`config.mk`:
```
export PLATFORM = sky130hd
export DESIGN_NAME = tagged_msg_framer
export DESIGN_NICKNAME = d
export VERILOG_FILES = /design/src/rtl/framer_pkg.sv /design/src/rtl/framer_dpath.sv /design/src/rtl/framer_ctrl.sv /design/src/rtl/tagged_msg_framer.sv
export SDC_FILE = /design/constraint.sdc
export NUM_CORES = 1
export LEC_CHECK = 0
export CAP_MARGIN = 20
export CORE_MARGIN = 2
export CORE_UTILIZATION = 45
export CTS_CLUSTER_SIZE = 28
export DETAILED_ROUTE_END_ITERATION = 7
export PLACE_DENSITY = 0.76
export SLEW_MARGIN = 30
export SYNTH_ARGS = -nofsm -noshare
export SYNTH_HDL_FRONTEND = slang
export SYNTH_HIERARCHICAL = 1
export SYNTH_SLANG_ARGS = --single-unit
```
`constraint.sdc`:
```
create_clock -name clk -period 1.9 [get_ports clk]
set_clock_uncertainty 0.05 [all_clocks]
set_input_delay 0.38 -clock clk [delete_from_list [all_inputs] [get_ports clk]]
set_output_delay 0.38 -clock clk [all_outputs]
set_load 0.1 [all_outputs]
```
`src/rtl/framer_pkg.sv`:
```
`timescale 1ns/1ps
package framer_pkg;

  localparam logic [1:0] TAG_DATA  = 2'b00;
  localparam logic [1:0] TAG_TRAIL = 2'b01;
  localparam logic [1:0] TAG_HEAD  = 2'b10;
  localparam logic [1:0] TAG_TOKEN = 2'b11;

  typedef enum logic [2:0] {
    ST_IDLE,
    ST_HEAD,
    ST_TYPE,
    ST_WAIT,
    ST_BYTE,
    ST_TRAIL,
    ST_TOKEN
  } frameState_t;

  typedef enum logic [2:0] {
    SEL_HEAD,
    SEL_TYPE,
    SEL_DATA,
    SEL_TRAIL,
    SEL_TOKEN
  } elemSel_t;

  // strobes from control to datapath
  typedef struct packed {
    logic     loadCmd;
    logic     loadWord;
    logic     nextByte;
    elemSel_t sel;
  } dpStrobe_t;

endpackage

```
`src/rtl/framer_dpath.sv`:
```
`timescale 1ns/1ps
module framer_dpath
  import framer_pkg::*;
#(
  parameter int CNT_W  = 8,
  parameter int WORD_W = 32
) (
  input  logic              clk,
  input  logic              rstN,
  input  dpStrobe_t         strobe,
  input  logic [3:0]        nodeId,
  input  logic [3:0]        destId,
  input  logic [7:0]        typeByte,
  input  logic [CNT_W-1:0]  wordCount,
  input  logic [WORD_W-1:0] wordData,
  output logic              countZero,
  output logic              lastByte,
  output logic              lastWord,
  output logic [9:0]        outElem
);

  localparam int NBYTES = WORD_W / 8;
  localparam int IDX_W  = (NBYTES > 1) ? $clog2(NBYTES) : 1;
  localparam logic [IDX_W-1:0] IDX_LAST = IDX_W'(NBYTES - 1);

  logic [7:0]        headReg;
  logic [7:0]        typeReg;
  logic [CNT_W-1:0]  remain;
  logic [WORD_W-1:0] wordReg;
  logic [WORD_W-1:0] rotWord;
  logic [IDX_W-1:0]  byteIdx;

  // rotate right by one byte so the next byte sits in the low lane
  for (genvar g = 0; g < NBYTES; g++) begin : g_rot
    assign rotWord[g*8 +: 8] = wordReg[((g + 1) % NBYTES)*8 +: 8];
  end

  always_ff @(posedge clk) begin
    if (!rstN) begin
      headReg <= '0;
      typeReg <= '0;
      remain  <= '0;
      wordReg <= '0;
      byteIdx <= '0;
    end else begin
      if (strobe.loadCmd) begin
        headReg <= {nodeId, destId};
        typeReg <= typeByte;
        remain  <= wordCount;
      end
      if (strobe.loadWord) begin
        wordReg <= wordData;
        byteIdx <= '0;
      end else if (strobe.nextByte) begin
        wordReg <= rotWord;
        byteIdx <= byteIdx + IDX_W'(1);
        if (byteIdx == IDX_LAST) remain <= remain - CNT_W'(1);
      end
    end
  end

  assign countZero = (remain == '0);
  assign lastWord  = (remain == CNT_W'(1));
  assign lastByte  = (byteIdx == IDX_LAST);

  always_comb begin
    unique case (strobe.sel)
      SEL_HEAD:  outElem = {TAG_HEAD, headReg};
      SEL_TYPE:  outElem = {TAG_DATA, typeReg};
      SEL_DATA:  outElem = {TAG_DATA, wordReg[7:0]};
      SEL_TRAIL: outElem = {TAG_TRAIL, 8'h00};
      SEL_TOKEN: outElem = {TAG_TOKEN, 8'h00};
      default:   outElem = {TAG_DATA, 8'h00};
    endcase
  end

endmodule

```
`src/rtl/framer_ctrl.sv`:
```
`timescale 1ns/1ps
module framer_ctrl
  import framer_pkg::*;
(
  input  logic      clk,
  input  logic      rstN,
  input  logic      sendBufEmpty,
  input  logic      cmdValid,
  input  logic      wordValid,
  input  logic      outReady,
  input  logic      countZero,
  input  logic      lastByte,
  input  logic      lastWord,
  output logic      cmdReady,
  output logic      wordReady,
  output logic      outValid,
  output dpStrobe_t strobe
);

  frameState_t state, nextState;

  always_ff @(posedge clk) begin
    if (!rstN) state <= ST_IDLE;
    else       state <= nextState;
  end

  always_comb begin
    nextState       = state;
    cmdReady        = 1'b0;
    wordReady       = 1'b0;
    outValid        = 1'b0;
    strobe.loadCmd  = 1'b0;
    strobe.loadWord = 1'b0;
    strobe.nextByte = 1'b0;
    strobe.sel      = SEL_HEAD;
    unique case (state)
      ST_IDLE: begin
        cmdReady = sendBufEmpty;
        if (cmdValid && sendBufEmpty) begin
          strobe.loadCmd = 1'b1;
          nextState      = ST_HEAD;
        end
      end
      ST_HEAD: begin
        outValid   = 1'b1;
        strobe.sel = SEL_HEAD;
        if (outReady) nextState = ST_TYPE;
      end
      ST_TYPE: begin
        outValid   = 1'b1;
        strobe.sel = SEL_TYPE;
        if (outReady) nextState = countZero ? ST_TRAIL : ST_WAIT;
      end
      ST_WAIT: begin
        wordReady = 1'b1;
        if (wordValid) begin
          strobe.loadWord = 1'b1;
          nextState       = ST_BYTE;
        end
      end
      ST_BYTE: begin
        outValid   = 1'b1;
        strobe.sel = SEL_DATA;
        if (outReady) begin
          strobe.nextByte = 1'b1;
          if (lastByte) nextState = lastWord ? ST_TRAIL : ST_WAIT;
        end
      end
      ST_TRAIL: begin
        outValid   = 1'b1;
        strobe.sel = SEL_TRAIL;
        if (outReady) nextState = ST_TOKEN;
      end
      ST_TOKEN: begin
        outValid   = 1'b1;
        strobe.sel = SEL_TOKEN;
        if (outReady) nextState = ST_IDLE;
      end
      default: nextState = ST_IDLE;
    endcase
  end

endmodule

```
`src/rtl/tagged_msg_framer.sv`:
```
`timescale 1ns/1ps
module tagged_msg_framer
  import framer_pkg::*;
#(
  parameter int CNT_W  = 8,
  parameter int WORD_W = 32
) (
  input  logic              clk,
  input  logic              rstN,
  input  logic [3:0]        nodeId,
  input  logic              sendBufEmpty,
  input  logic              cmdValid,
  output logic              cmdReady,
  input  logic [3:0]        destId,
  input  logic [7:0]        typeByte,
  input  logic [CNT_W-1:0]  wordCount,
  input  logic              wordValid,
  output logic              wordReady,
  input  logic [WORD_W-1:0] wordData,
  output logic              outValid,
  input  logic              outReady,
  output logic [9:0]        outElem
);

  dpStrobe_t strobe;
  logic      countZero;
  logic      lastByte;
  logic      lastWord;

  framer_ctrl u_ctrl (
    .clk          (clk),
    .rstN         (rstN),
    .sendBufEmpty (sendBufEmpty),
    .cmdValid     (cmdValid),
    .wordValid    (wordValid),
    .outReady     (outReady),
    .countZero    (countZero),
    .lastByte     (lastByte),
    .lastWord     (lastWord),
    .cmdReady     (cmdReady),
    .wordReady    (wordReady),
    .outValid     (outValid),
    .strobe       (strobe)
  );

  framer_dpath #(
    .CNT_W  (CNT_W),
    .WORD_W (WORD_W)
  ) u_dpath (
    .clk       (clk),
    .rstN      (rstN),
    .strobe    (strobe),
    .nodeId    (nodeId),
    .destId    (destId),
    .typeByte  (typeByte),
    .wordCount (wordCount),
    .wordData  (wordData),
    .countZero (countZero),
    .lastByte  (lastByte),
    .lastWord  (lastWord),
    .outElem   (outElem)
  );

endmodule

```
Word level (Yosys, flattened, before mapping)
Index checks and enable logic that the tools add are counted.
Widths: inputs -> output; s select.
- input bits: 62
- logic and storage cells: 65
- output and inout port bits: 13
- bits in registers: 61
- equality and inequality tests: 20
- muxes and demuxes: 28
- bitwise operators: 1
- reductions and logical operators: 8
- add/sub/neg operators: 2
- operator list (cell ; count):
    $mux 32 ; 2
    $pmux 10 s5 ; 1
    $mux 8 ; 4
    $mux 3 ; 10
    $pmux 3 s7 ; 1
    $ne 2x2->1 const B ; 7
    $eq 3x2->1 const B ; 4
    $eq 3x3->1 const B ; 4
    $pmux 3 s4 ; 1
    $mux 1 ; 9
    $eq 8x1->1 const B ; 1
    $logic_not 8->1 ; 1
    $reduce_and 8->1 ; 1
    $sub 8x1->8 const B ; 1
    $eq 3x1->1 const B ; 2
    $logic_not 3->1 ; 2
    $reduce_or 5->1 ; 1
    $add 2x1->2 const B ; 1
    $eq 2x2->1 const B ; 1
    $ne 2x1->1 const B ; 1
    $reduce_bool 2->1 ; 1
    $reduce_or 2->1 ; 1
    $logic_and 1x1->1 ; 1
    $not 1->1 ; 1

Longest topological paths before layout
- depth after elaboration: 7
- gate-level depth with buffers: 9
- depth with buffers taken out: 7

Hierarchy
The synthesis kept the hierarchy.
- modules (own cells, without submodules) (module ; area an instance (um^2) ; instances ; cells an instance ; seq. area each (um^2)):
    framer_dpath ; 2930.3 ; 1 ; 339 ; 1161.1
    framer_ctrl ; 310.3 ; 1 ; 41 ; 60.1

Least setup slack after synthesis
No wires, ideal clock.
- path kind: register -> output
- start point: register u_ctrl.state[1]
- end point: output outElem[8]
- stages on the path, launching flop included: 6
- buffers on the path: 1
- arrival time: 3274 ps
- data required time: 1470 ps
- setup slack: -1804 ps
- cells stage by stage: dfxtp_1 -> or2b_2 -> mux2i_1 -> buf_2 -> nand2_1 -> o21ai_0
- RTL lines (what ; RTL line ; RTL):
    start, declared ; framer_ctrl.sv:20 ; frameState_t state, nextState;
    start signal, assigned ; framer_ctrl.sv:24 ; else state <= nextState;
    end, declared ; tagged_msg_framer.sv:22 ; output logic [9:0] outElem

==> results.yml <==
global_routing:
  overflow: 0
  grtUsageTotal_pct: 22.0
  grt_max_degree: 37
  grt_antenna_before_repair: 0
  grt_pass1_vias: 2954
  grt_first_pass_wirelength_mm: 13.6
clock_network:
  cts_buffer_depth: 2
  htree_levels: 3
  clkTransAtPathRegs_ns: 0.07
  clk_latency_ns: 0.34
  cts_root_buf: "clkbuf_8"
  cts_made_buffers: 9
  clock_sinks: 61
  cts_tree: "built"
  cts_hold_buf: 0
yosys:
  synth-edff-count: 0
  syn_area_um2: 3240
  synthXorXnorAreaFrac_pct: 0.270
  ys_types: 41
  synth-compound-area-share_pct: 12.6
  synth-adder-area-share_pct: 1.54
  yosys_register_bits: 61
  synth_top_family_by_area: "simple AND/OR/NAND/NOR gates"
  ys_warn_count: 6
  postSynth.asyncResetShare_pct: 0
  synth-main-ff-cell: "dfxtp_1"
  synthCells: 380
  synthSimpleGateAreaFrac_pct: 24.0
  synth_mux_area_share_pct: 19.2
  synthesis.nets: 446
  ys_seq_area_share_pct: 37.7
  avgSynthCellArea_um2: 8.53
floorplan:
  io_pins: 75
  start_util_pct: 47.2
  die-area_um2: 7900
  fp.dieH_um: 88.9
  fp.dieW_um: 88.9
  core_um2: 6870
  rows: 30
worst_setup_path:
  r2r_start: "u_ctrl/state[2]$_SDFFE_PN0P_"
  crit_required_ns: 1.47
  critPathBufInv: 4
  critical_path.top_delay_family: "buffers and inverters"
  path_max_fanout: 5
  critPathArrivalTime_ns: 1.99
  critPathMaxStageDelay_ns: 0.35
  ff2ff_setup_slack_ns: -0.02
  cp_cell_sequence: "or2b_1 > mux2i_4 > buf_6 > buf_6 > nor2b_4 > buf_6 > a21oi_4 > nor2_4 > buf_12"
  cp_common_cell: "buf_6"
  critPathLaunchType: "flip-flop"
  slowest_stage: "dfxtp_2"
  critical_path_class: "reg2out"
  worstReg2RegEnd: "u_dpath/remain[7]$_SDFF_PN0_"
  rr_worst_depth: 8
  worstSetupEndpointType: "primary output"
final_layout:
  drive_gt1_share_pct: 23.2
  mostFrequentLayoutCell: "clkdlybuf4s50_1"
  nets: 544
  stdcell_count: 579
  final_core_util_pct: 71.2
  final_area_um2: 4890
  n_antenna_cell: 0
  final_cell_mix: "clkdlybuf4s50_1, mux2i_1, dfxtp_1"
  fill_cells: 528
  area_delta_synth_final_pct: 50.9
placement:
  place_ws_ns: -0.304
  dp_hpwl_mm: 5.95
  placed_area_um2: 4480
  place_congestion: 0.862
  dpl.cell_count: 555
  portBuffers: 74
timing:
  setup_violations: 11
  max_clock_freq_ghz: 0.413
  worstMarginPinSlew_ns: 0.356
  fin_crit_sh_pct: 127
  fin_hold_ws_ns: 0.476
  maxSlewViolCount: 0
  rsz0062_at_grt: "true"
  period_needed_ns: 2.42
  setup_ws_ns: -0.519
  finalHoldViolCount: 0
  slew_headroom_pct: 76.2
power:
  p_leak_nw: 1.80
  vdd_drop_max_mv: 0.626
  power_density_nw_per_um2: 996
worst_hold_path:
  hold_path_depth: 2
  hold_path_class: "reg2reg"
  min_from: "u_dpath/headReg[2]$_SDFFE_PN0P_"
  whs_endpoint: "u_dpath/headReg[2]$_SDFFE_PN0P_"
routing:
  drt_iter0_markers: 117
  drc_errors: 0
  dr.pass1.iters: 4
  avgRoutedWirePerCell_um: 14.7
  wl_mm: 8.49
  via_per_inst: 5.20
  via_count: 3008
  antenna_left: 0
outcome:
  violations: "negative setup slack"
  outcome: "finished with violations"
run:
  drv_cap: 0
-- where the power goes --
group	switching [mW]	internal (mW)	leakage, nW
sequential	0.0915	1.40	0.495
combinational	1.32	1.07	1.22
clock	0.513	0.470	0.0824
-- cells by family after synthesis --
logic type | after synthesis
AOI/OAI and AO/OA | 70
xor gates and xnor gates | 1
adders and majority gates | 4
buffers and inverters | 32
DFF | 61
muxes | 62
and+or+nand+nor | 150
-- per-stage QoR --
stage | TNS, ns | total power [mW]
after global routing | -5.80 | 5.10
after floorplan | -2.44 | 2.88
after global placement | -7.67 | 3.56
after detailed placement | -10.21 | 3.60
final | -4.82 | 4.87
after CTS | -4.52 | 4.79
-- cell type report --
class,count,area [µm²],share of cell area (%)
Clock buffer,10,128,2.61
Clock inverter,6,38.8,0.793
Timing Repair Buffer,115,1250,25.6
Tap cell,96,120,2.46
Sequential cell,61,1220,25.0
Multi-Input combinational cell,287,2110,43.2
Inverter,4,15.0,0.307
-- synth_stat cells (2+ instances only) --
master,instances,share of area (%)
nand3b_1,2,0.46
and3_1,5,0.97
a21boi_0,2,0.46
inv_1,4,0.46
dfxtp_1,61,38
nor3_1,3,0.46
nor2_1,27,3.1
o21ai_0,39,6.0
o21a_1,3,0.69
buf_6,2,0.69
buf_2,9,1.4
and2_1,34,6.6
mux2i_1,61,19
ha_1,4,1.5
nor3b_1,3,0.69
nand3_1,4,0.62
a311oi_1,2,0.54
nand2_1,48,5.6
o211ai_1,3,0.69
nor2b_1,17,3.3
clkbuf_1,14,1.6
a21oi_1,12,1.9
a31oi_1,2,0.39
buf_4,2,0.46
-- per-layer routing --
| layer | GRT usage (%) | up-vias | wire [µm] |
|---|---|---|---|
| met4 | 4.82 | 0 | 53 |
| met1 | 28.2 | 1423 | 3680 |
| met2 | 37.1 | 91 | 4240 |
| met5 | 0 | - | 0 |
| li1 | - | 1490 | - |
| met3 | 6.06 | 4 | 524 |
-- sequential cells by signal (all words and copies together) (netlist names) --
signal           flops
u_dpath/typeReg      8
u_dpath/headReg      8
u_dpath/byteIdx      2
u_dpath/wordReg     32
u_ctrl/state         3
u_dpath/remain       8
-- worst max-delay path by stage --
stage / start / endpoint / cells past startpoint
2_1_floorplan: u_ctrl/state[1]$_SDFFE_PN0P_ / outElem[8] / 5
3_3_place_gp: u_ctrl/state[1]$_SDFFE_PN0P_ / outElem[0] / 7
3_5_place_dp: u_ctrl/state[1]$_SDFFE_PN0P_ / outElem[7] / 7
4_1_cts: u_ctrl/state[0]$_SDFFE_PN0P_ / outElem[3] / 8
5_1_grt: u_ctrl/state[0]$_SDFFE_PN0P_ / outElem[2] / 8
6_report: u_ctrl/state[0]$_SDFFE_PN0P_ / outElem[3] / 9
-- worst register-to-register path, stage by stage (launching register included) --
cell	delay (ns)
dfxtp_2	0.36
buf_4	0.17
inv_2	0.10
and3_4	0.22
and2_4	0.15
and3b_2	0.24
and3_4	0.20
buf_4	0.13
a311oi_1	0.20
-- repair_timing --
item                       4_1_cts  5_1_grt
gates resized for setup         36        9
gates cloned                     1        0
pin swaps                        9        6
setup buffers                    5        2
setup endpoints to repair       34       51
Power figures use the tool's default switching activity.
